--- config.mk ---
export PLATFORM = sky130hd
export DESIGN_NAME = i2c_line_conditioner
export DESIGN_NICKNAME = d
export VERILOG_FILES = /design/src/rtl/i2cf_pkg.sv /design/src/rtl/i2cf_sync2.sv /design/src/rtl/i2cf_deglitch.sv /design/src/rtl/i2cf_low_watch.sv /design/src/rtl/i2c_line_conditioner.sv
export SDC_FILE = /design/constraint.sdc
export NUM_CORES = 1
export LEC_CHECK = 0
export ABC_CLOCK_PERIOD_IN_PS = 7200
export BUFFER_PORTS_ARGS = -buffer_cell sky130_fd_sc_hd__buf_2
export CAP_MARGIN = 10
export CORE_MARGIN = 10
export CORE_UTILIZATION = 59
export DETAILED_ROUTE_END_ITERATION = 8
export PLACE_DENSITY = 0.8
export SLEW_MARGIN = 30
export SYNTH_ARGS = -nofsm -noshare
export SYNTH_HDL_FRONTEND = slang
export SYNTH_SLANG_ARGS = --single-unit
--- constraint.sdc ---
create_clock -name clk -period 7.2 [get_ports clk]
set_input_delay 1.44 -clock clk [delete_from_list [all_inputs] [get_ports clk]]
set_output_delay 1.44 -clock clk [all_outputs]
set_load 0.01 [all_outputs]
--- src/rtl/i2cf_pkg.sv ---
package i2cf_pkg;

    localparam int LIM_W_DEF  = 8;
    localparam int TMO_W_DEF  = 32;
    localparam int N_LINES    = 2;

    // bit positions inside the packed pin pair below
    localparam int IDX_SCL    = 1;
    localparam int IDX_SDA    = 0;

    typedef enum logic {
        SPD_STD_FAST = 1'b0,
        SPD_HIGH     = 1'b1
    } spd_e;

    typedef struct packed {
        logic scl;
        logic sda;
    } pin_pair_t;

    function automatic logic [LIM_W_DEF-1:0] pick_limit(
        input spd_e                 spd,
        input logic [LIM_W_DEF-1:0] lim_std,
        input logic [LIM_W_DEF-1:0] lim_hs
    );
        return (spd == SPD_HIGH) ? lim_hs : lim_std;
    endfunction

endpackage

--- src/rtl/i2cf_sync2.sv ---
module i2cf_sync2 #(
    parameter int          W       = 2,
    parameter logic [W-1:0] RST_VAL = '1
) (
    input  logic         clk,
    input  logic         rst,
    input  logic [W-1:0] d,
    output logic [W-1:0] q
);
    logic [W-1:0] meta;

    always_ff @(posedge clk) begin
        if (rst) begin
            meta <= RST_VAL;
            q    <= RST_VAL;
        end else begin
            meta <= d;
            q    <= meta;
        end
    end

endmodule

--- src/rtl/i2cf_deglitch.sv ---
module i2cf_deglitch #(
    parameter int LIM_W = 8
) (
    input  logic             clk,
    input  logic             rst,
    input  logic             din,
    input  logic [LIM_W-1:0] limit,
    output logic             dout
);
    logic [LIM_W-1:0] run;
    logic             differ;

    assign differ = (din != dout);

    always_ff @(posedge clk) begin
        if (rst) begin
            dout <= 1'b1;
            run  <= '0;
        end else if (!differ) begin
            run  <= '0;
        end else if (run >= limit) begin
            dout <= din;
            run  <= '0;
        end else begin
            run  <= run + LIM_W'(1);
        end
    end


    filt_hold_chk: assert property (@(posedge clk) disable iff (rst)
        (dout != $past(dout)) |-> ($past(din) == dout));


    filt_pass0_chk: assert property (@(posedge clk) disable iff (rst)
        (limit == '0 && din != dout) |=> (dout == $past(din)));

endmodule

--- src/rtl/i2cf_low_watch.sv ---
module i2cf_low_watch #(
    parameter int TMO_W = 32
) (
    input  logic             clk,
    input  logic             rst,
    input  logic             line,
    input  logic [TMO_W-1:0] tmo,
    input  logic             clr,
    output logic             stuck
);
    logic [TMO_W-1:0] low_cnt;
    logic             armed;
    logic             expire;

    assign armed  = (tmo != '0);
    assign expire = armed && !line &&
                    (({1'b0, low_cnt} + (TMO_W+1)'(1)) >= {1'b0, tmo});

    always_ff @(posedge clk) begin
        if (rst) begin
            low_cnt <= '0;
        end else if (!armed || line) begin
            low_cnt <= '0;
        end else if (low_cnt < tmo) begin
            low_cnt <= low_cnt + TMO_W'(1);
        end
    end

    always_ff @(posedge clk) begin
        if (rst)         stuck <= 1'b0;
        else if (clr)    stuck <= 1'b0;
        else if (expire) stuck <= 1'b1;
    end


    stuck_rise_chk: assert property (@(posedge clk) disable iff (rst)
        $rose(stuck) |-> !$past(line));


    stuck_clr_chk: assert property (@(posedge clk) disable iff (rst)
        clr |=> !stuck);


    tmo_off_chk: assert property (@(posedge clk) disable iff (rst)
        (tmo == '0 && !stuck) |=> !stuck);

endmodule

--- src/rtl/i2c_line_conditioner.sv ---
module i2c_line_conditioner
    import i2cf_pkg::*;
#(
    parameter int LIM_W = LIM_W_DEF,
    parameter int TMO_W = TMO_W_DEF
) (
    input  logic             clk,
    input  logic             rst,
    input  logic             scl_raw,
    input  logic             sda_raw,
    input  logic             hs_sel,
    input  logic [LIM_W-1:0] spike_std,
    input  logic [LIM_W-1:0] spike_hs,
    input  logic [TMO_W-1:0] scl_tmo,
    input  logic [TMO_W-1:0] sda_tmo,
    input  logic             stuck_clr,
    output logic             scl_filt,
    output logic             sda_filt,
    output logic             scl_stuck,
    output logic             sda_stuck,
    output logic             sda_recover_req
);
    pin_pair_t          raw_p;
    pin_pair_t          sync_p;
    logic [N_LINES-1:0] sync_v;
    logic [N_LINES-1:0] filt_v;
    logic [N_LINES-1:0] stuck_v;
    logic [LIM_W-1:0]   limit;
    logic [TMO_W-1:0]   tmo_v [N_LINES];

    assign raw_p.scl = scl_raw;
    assign raw_p.sda = sda_raw;
    assign limit     = (spd_e'(hs_sel) == SPD_HIGH) ? spike_hs : spike_std;

    assign tmo_v[IDX_SCL] = scl_tmo;
    assign tmo_v[IDX_SDA] = sda_tmo;

    i2cf_sync2 #(
        .W       (N_LINES),
        .RST_VAL ({N_LINES{1'b1}})
    ) u_sync (
        .clk (clk),
        .rst (rst),
        .d   (raw_p),
        .q   (sync_p)
    );

    assign sync_v = sync_p;

    for (genvar i = 0; i < N_LINES; i++) begin : g_line
        i2cf_deglitch #(.LIM_W(LIM_W)) u_dg (
            .clk   (clk),
            .rst   (rst),
            .din   (sync_v[i]),
            .limit (limit),
            .dout  (filt_v[i])
        );
        i2cf_low_watch #(.TMO_W(TMO_W)) u_wd (
            .clk   (clk),
            .rst   (rst),
            .line  (filt_v[i]),
            .tmo   (tmo_v[i]),
            .clr   (stuck_clr),
            .stuck (stuck_v[i])
        );
    end

    assign scl_filt        = filt_v[IDX_SCL];
    assign sda_filt        = filt_v[IDX_SDA];
    assign scl_stuck       = stuck_v[IDX_SCL];
    assign sda_stuck       = stuck_v[IDX_SDA];
    assign sda_recover_req = stuck_v[IDX_SDA] & ~filt_v[IDX_SDA];


    reset_state_chk: assert property (@(posedge clk)
        rst |=> (scl_filt && sda_filt && !scl_stuck && !sda_stuck));

endmodule

==> results of run 1 <==
[worst reg2reg max path, delay by kind of cell (launching register included)]
family	cells	cell delay, ns
simple gates	5	1.63
compound gates	5	1.22
fa+ha+maj	2	0.60
flops	1	0.43
xor+xnor	1	0.18
[placed cells by master, fill, tap and decap left out, types with 5 or more instances in the layout]
| cell type | n |
|---|---|
| ha_1 | 148 |
| buf_2 | 90 |
| dfxtp_1 | 88 |
| inv_1 | 77 |
| xnor2_1 | 77 |
| nor2_1 | 76 |
| a21oi_1 | 74 |
| nand2_1 | 63 |
| nand3_1 | 47 |
| o21ai_0 | 41 |
| nand4_1 | 32 |
| or3_1 | 28 |
| a21o_1 | 27 |
| xor2_1 | 26 |
| nor4_1 | 26 |
| nor3_1 | 25 |
| and3_1 | 16 |
| or2_2 | 10 |
| clkbuf_16 | 9 |
| nor2b_1 | 8 |
| mux2i_1 | 8 |
| and4_1 | 7 |
| o31ai_1 | 7 |
| and2_1 | 5 |
| nand2b_1 | 5 |
[cell families (layout without fill, tap and decap cells)]
logic type	Yosys count	count (layout)	share of synthesized area [%]
and+or+nand+nor	361	361	23.18
AOI/OAI and AO/OA	188	188	14.28
adders and majority gates	148	148	23.02
buffers and inverters	105	186	5.273
xor gates and xnor gates	103	103	11.21
DFF	88	88	21.90
muxes	9	9	1.136
[how the worst max path moves through the flow]
stage          cells past startpoint  slack (ns)                    endpoint                 startpoint
4_1_cts                           13        3.10        g_line[0].u_wd.stuck  g_line[0].u_wd.low_cnt[0]
3_5_place_dp                      11        3.03   g_line[0].u_wd.low_cnt[5]                sda_tmo[29]
2_1_floorplan                     11        3.28       g_line[0].u_dg.run[2]                     hs_sel
6_report                          13        3.02        g_line[0].u_wd.stuck  g_line[0].u_wd.low_cnt[0]
5_1_grt                           13        2.46        g_line[0].u_wd.stuck  g_line[0].u_wd.low_cnt[0]
3_3_place_gp                      11        3.12  g_line[0].u_wd.low_cnt[10]                sda_tmo[29]
[per-stage QoR]
| step | hold WS, ns | worst slack, ns |
|---|---|---|
| after floorplan | 0.3895 | 3.275 |
| after global placement | 0.3912 | 3.120 |
| after detailed placement | 0.3960 | 3.034 |
| after CTS | 0.4102 | 3.097 |
| after global routing | 0.4296 | 2.457 |
| final | 0.4111 | 3.020 |
[layout make-up]
| cell class | instances | area, sq um |
|---|---|---|
| Clock inverter | 5 | 31.28 |
| Inverter | 77 | 289.0 |
| Tap cell | 176 | 220.2 |
| Multi-Input combinational cell | 809 | 5877 |
| Clock buffer | 11 | 242.7 |
| Sequential cell | 88 | 1762 |
| Timing Repair Buffer | 93 | 473.0 |
| Fill cell | 1202 | 4400 |
[registers in the layout, indices dropped and copies added, names as in the netlist]
| signal | count |
|---|---|
| g_line.u_dg.dout | 2 |
| g_line.u_dg.run | 16 |
| g_line.u_wd.low_cnt | 64 |
| g_line.u_wd.stuck | 2 |
| u_sync.meta | 2 |
| u_sync.q | 2 |
[metal layers]
metal	wire [microns]	GRT usage, %	share of wire (%)	vias to the layer above
met2	9026	36.14	46	192
met3	1011	3.702	5.1	27
li1	-	-	-	3753
met5	0	0	0	-
met4	329	5.858	1.7	0
met1	9323	27.57	47	3419
[power by group]
group | internal (mW) | total, mW | switching [mW]
Clock | 0.243 | 0.443 | 0.200
Sequential | 0.488 | 0.490 | 0.00129
Combinational | 0.0466 | 0.107 | 0.0609
==> metrics.csv, run 1 <==
metric,value,unit
start_util,60.50,%
grt_pass1_vias,7228,
yosysUniqueCellTypes,51,
cts-root-buf,clkbuf_16,
routed-via-count,7391,
rr_worst_depth,13,
slowest_stage,nor3_1,
cts_tree,done,
antenna_found_initial,0,
ctsHoldBuffers,0,
die_y,136.8,microns
synthTopCellsByCount,"ha_1 (148), dfxtp_1 (88), inv_1 (77), xnor2_1 (77), nor2_1 (76)",
hold_violations,0,
synth_nets,1236,
synth_area_leaders,"ha_1 (23%), dfxtp_1 (22%), xnor2_1 (8.4%), a21oi_1 (4.6%), inv_1 (3.6%)",
r2r-start,g_line[0].u_wd.low_cnt[0],
drt_pre_antenna_iters,6,
critPathArrivalTime,4.40,ns
async_flop_share,0,%
path_max_fanout,7,
clkSlewWorstSetupHoldPaths,0.06,ns
wl_per_cell,15.64,microns
io_buffers,90,
antennaDiodeCount,0,
synthFlopType,dfxtp_1,
synth-edff-count,0,
ctsResizeCount,0,
hpwl,15.62,mm
finClkSkew,0.009659,ns
rr_endpoint,g_line[0].u_wd.stuck,
power.total,1.040,mW
drt_iter0_drc,379,
grt_usage,21.47,%
synth_area_per_cell,8.028,sq um
holdPathStages,1,
area_delta_synth_final,10.58,%
synth.largest_area_cell,ha_1,
setup-violations-final,0,
io_pins,91,
instances_no_fill,1259,
clockBufferDepth,2,
cts-buffers-inserted,9,
final_max_slew_viol_count,0,
die_area,0.01870,sq mm
nets,1312,
fmax,0.2392,GHz
slew_headroom,38.50,%
ctsHtreeMaxLevel,3,
ys_seq_area_share,21.90,%
synth_top_area_share,23.02,%
final_area,0.008895,sq mm
critical_path_required,7.42,ns
power.leakage,4.136,nW
grt_max_degree,46,
peakVddDrop,0.1099,mV
critPathTopFamily,simple AND/OR/NAND/NOR gates,
syn_inst,1002,
drv_cap,0,
viasPerCell,5.871,
crit_buf_inv,0,
grt-ovfl-total,0,
powerDensity,116.9,mW/mm^2
fin_crit,4.180,ns
crit_path_end_kind,flip-flop,
clkLatencyLatePin,0.35,ns
gp_congestion,0.9148,
detail-route-antenna-nets,0,
worst_pin_slew,0.9225,ns
rrSetupSlack,3.02,ns
syn_area,0.008044,sq mm
worstHoldStart,u_sync.meta[0],
final_util,66.90,%
yosys_warnings,0,
cp_cell_sequence,ha_1 -> nand3_1 -> nor3_1 -> nand3_1 -> xnor2_1 -> ha_1 -> nand4_1 -> nor4_1 -> a22oi_1 -> a41o_1 -> a211oi_1 -> o31ai_1 -> a2111oi_0,
grt_pass1_wl,33.41,mm
drive_gt1_share,11.63,%
path_class,flip-flop to flip-flop,
die_w,136.8,microns
place_area,0.008621,sq mm
row_count,42,
finalCritPeriodShare,58.06,%
rsz0062_at_grt,no,
tns,0,ns
ys_ff_latch,88,
coreArea,0.01330,sq mm
drc,0,
startpoint_type,flip-flop,
min_path_type,flip-flop to flip-flop,
cts_setup_buffers,0,
synth_most_common_cell,ha_1,
clkSinkCount,88,
min_to,u_sync.q[0],
status,completed,
dpl.cell_count,1243,
routed_wl,19.69,mm
max_stage_delay,0.57,ns
Power figures use the tool's default switching activity.
==> run 2, diff against run 1 <==
- ABC_AREA: unset -> 1
- ABC_CLOCK_PERIOD_IN_PS: 7200 -> 4100
- clock period: 7.2 -> 4.1 ns (I/O delays scaled with it)
==> run 2 against run 1 <==
Global-route usage is 2.3 points higher; combinational power is 88% higher; sequential share of layout area is 1.7 points lower.
==> metrics.csv, run 2 <==
metric,value,unit,change
start_util,60.33,%,-0.17 points
tns,0,ns,unchanged
yosysUniqueCellTypes,42,,-18%
synthTopCellsByCount,"nand2_1 (289), inv_1 (184), nor2_1 (152)",,
clkSlewWorstSetupHoldPaths,0.07,ns,about the same
grt_usage,23.74,%,+2.3 points
yosys_warnings,0,,unchanged
setup-violations-final,0,,unchanged
seq_area,0.001762,sq mm,unchanged
critPathArrivalTime,3.25,ns,-1.15 ns
pwr-share-seq,44.3,%,-2.8 points
synth_top_area_share,21.04,%,-2.0 points
largest_reg_flops,64,,unchanged
ctsResizeCount,0,,unchanged
cts_setup_buffers,0,,unchanged
hold_violations,0,,unchanged
crit_buf_inv,2,,+2
grt_pass1_wl,40.25,mm,+20%
cts-root-buf,clkbuf_16,,
slowest_stage,dfxtp_1,,
area_delta_synth_final,10.26,%,
row_count,44,,+4.8%
clock_power_share,45.4,%,+2.8 points
ctsHoldBuffers,0,,unchanged
synth_area_leaders,"ha_1 (21%), dfxtp_1 (20%), nand2_1 (12%), inv_1 (7.8%), a21oi_1 (6.9%)",,
switching_share,26.70,%,+1.5 points
clkSinkCount,88,,unchanged
power.leakage,4.801,nW,+16%
die_y,142.1,microns,+3.9%
drc,0,,unchanged
critical_path_required,4.40,ns,-3.02 ns
path_class,flip-flop to flip-flop,,
switching_power,518.1,uW,+97%
grt_pass1_vias,8655,,+20%
viasPerCell,5.597,,-4.7%
final_cell_mix,"nand2_1 (289), inv_1 (184), nor2_1 (152), ha_1 (148), a21oi_1 (122)",,
final_max_slew_viol_count,0,,unchanged
hpwl,19.67,mm,+26%
p_int,1.422,mW,+83%
die_w,142.1,microns,+3.9%
largest-register,g_line.u_wd.low_cnt,,
fin_crit,2.958,ns,-1.223 ns
drv_cap,0,,unchanged
syn_area,0.008802,sq mm,+9.4%
top_layer,met4,,
synthFlopType,dfxtp_1,,
fmax,0.3381,GHz,+41%
async_flop_share,0,%,unchanged
wl_met1,10.72,mm,+15%
startpoint_type,flip-flop,,
status,completed,,
ctsHtreeMaxLevel,3,,unchanged
nets,1640,,+25%
drt_iter0_drc,593,,+56%
routed-via-count,8928,,+21%
min_path_type,flip-flop to flip-flop,,
routed-wl-met3,1.732,mm,+71%
coreArea,0.01459,sq mm,+9.7%
max_stage_delay,0.53,ns,-0.04 ns
final_util,66.53,%,-0.38 points
drive_gt1_share,10.77,%,-0.86 points
clkLatencyLatePin,0.36,ns,about the same
synth.largest_area_cell,ha_1,,
comb_power_share,10.4,%,about the same
finClkSkew,0.01403,ns,+0.004370 ns
synth_nets,1556,,+26%
wl_per_cell,15.20,microns,-2.8%
ys_ff_latch,88,,unchanged
syn_inst,1322,,+32%
antenna_found_initial,0,,unchanged
io_buffers,90,,unchanged
ys_seq_area_share,20.01,%,-1.9 points
path_max_fanout,9,,+2
drt_pre_antenna_iters,5,,-1
worst_pin_slew,0.7996,ns,-0.1229 ns
io_pins,91,,unchanged
rsz0062_at_grt,no,,
slew_headroom,46.20,%,+7.7 points
grt_max_degree,33,,-28%
powerDensity,199.9,mW/mm^2,+71%
gp_congestion,1.003,,+9.7%
clockBufferDepth,2,,unchanged
antennaDiodeCount,0,,unchanged
synth_most_common_cell,nand2_1,,
synth-edff-count,0,,unchanged
synth_area_per_cell,6.658,sq um,-17%
peakVddDrop,0.2164,mV,+97%
finalCritPeriodShare,72.14,%,+14 points
grt-ovfl-total,0,,unchanged
nFillCells,1354,,+13%
crit_path_end_kind,flip-flop,,
largest_registers,"g_line.u_wd.low_cnt: 64 flops, g_line.u_dg.run: 16 flops",,
detail-route-antenna-nets,0,,unchanged
cp_cell_sequence,nand2_1 -> nor2_4 -> nand2_4 -> nor2_4 -> nand2_2 -> nor3_2 -> xor2_1 -> inv_1 -> ha_1 -> nand2_1 -> inv_1 -> nand3_1 -> nor2_1 -> and2_1 -> nand2_1 -> nand3_1 -> nand2_1 -> nand2_1 -> nand2_1 -> a21oi_1,,
critPathTopFamily,simple AND/OR/NAND/NOR gates,,
final_common_cell,nand2_1,,
routed_wl,24.25,mm,+23%
wl_met2,11.28,mm,+25%
die_area,0.02021,sq mm,+8.0%
cts_tree,done,,
multi_input_area,0.006196,sq mm,+5.4%
crit_top_cell,nand2_1,,
cts-buffers-inserted,9,,unchanged
==> run 2: cell types whose count changed in the layout (fill, tap and decap cells not counted), moves of 26 or more <==
cell,delta
a21oi_1,+48
or3_1,-28
nand2_1,+226
a21o_1,-26
inv_1,+107
nor2_1,+76
nand3_1,+47
xor2_1,+29
xnor2_1,-66
==> run 2: cell type report <==
type / count / share of cell area (%)
clock buffers: 10 / 2.359
clock inverters: 6 / 0.7477
inverters: 188 / 7.271
multi-input cells: 1021 / 63.84
flip-flops and latches: 88 / 18.15
well taps: 184 / 2.372
repair buffers: 98 / 5.260
==> run 2: cells by family (layout without fill, tap and decap cells) <==
kind of cell / count (synthesis) / after routing / share of synthesized area (%)
flops: 88 / 88 / 20.01
xor+xnor: 66 / 66 / 6.567
compound gates: 153 / 153 / 9.112
fa+ha+maj: 148 / 148 / 21.04
buf+inv: 213 / 302 / 9.595
mux: 8 / 8 / 0.9240
simple gates: 646 / 646 / 32.75
==> run 2: final timing paths <==
| kind | depth (start not counted) | end | startpoint | slack (ns) |
|---|---|---|---|---|
| setup / recovery | 20 | g_line[0].u_wd.stuck | g_line[0].u_wd.low_cnt[3] | 1.14 |
| hold / removal | 1 | u_sync.q[1] | u_sync.meta[1] | 0.41 |
| setup reg to reg | 20 | g_line[0].u_wd.stuck | g_line[0].u_wd.low_cnt[3] | 1.14 |
| hold reg to reg | 1 | u_sync.q[1] | u_sync.meta[1] | 0.41 |
==> run 2: routing by layer <==
layer / vias to the layer above / track usage, %
met5: - / 0
li1: 4511 / -
met2: 296 / 39.59
met3: 45 / 4.940
met1: 4076 / 30.01
met4: 0 / 7.047
==> run 2: power by group through the flow <==
stage	sequential, mW	clock (mW)	combinational, mW
after CTS	0.859	0.887	0.201
after floorplan	0.879	0	0.115
after detailed placement	0.879	0	0.199
after global routing	0.859	0.921	0.232
final	0.859	0.881	0.201
after global placement	0.879	0	0.193
==> run 2: per-stage QoR <==
| step | power [mW] | hold WS [ns] | setup WS, ns | cell area (sq um) | instances |
|---|---|---|---|---|---|
| floorplan | 0.9933 | 0.3895 | 1.562 | 8802 | 1322 |
| global placement | 1.071 | 0.3963 | 0.9886 | 9404 | 1579 |
| detailed placement | 1.078 | 0.3997 | 0.9588 | 9404 | 1579 |
| CTS | 1.947 | 0.4187 | 1.150 | 9706 | 1595 |
| global route | 2.012 | 0.4349 | 0.7959 | 9706 | 1595 |
| finish | 1.941 | 0.4148 | 1.142 | 9706 | 1595 |
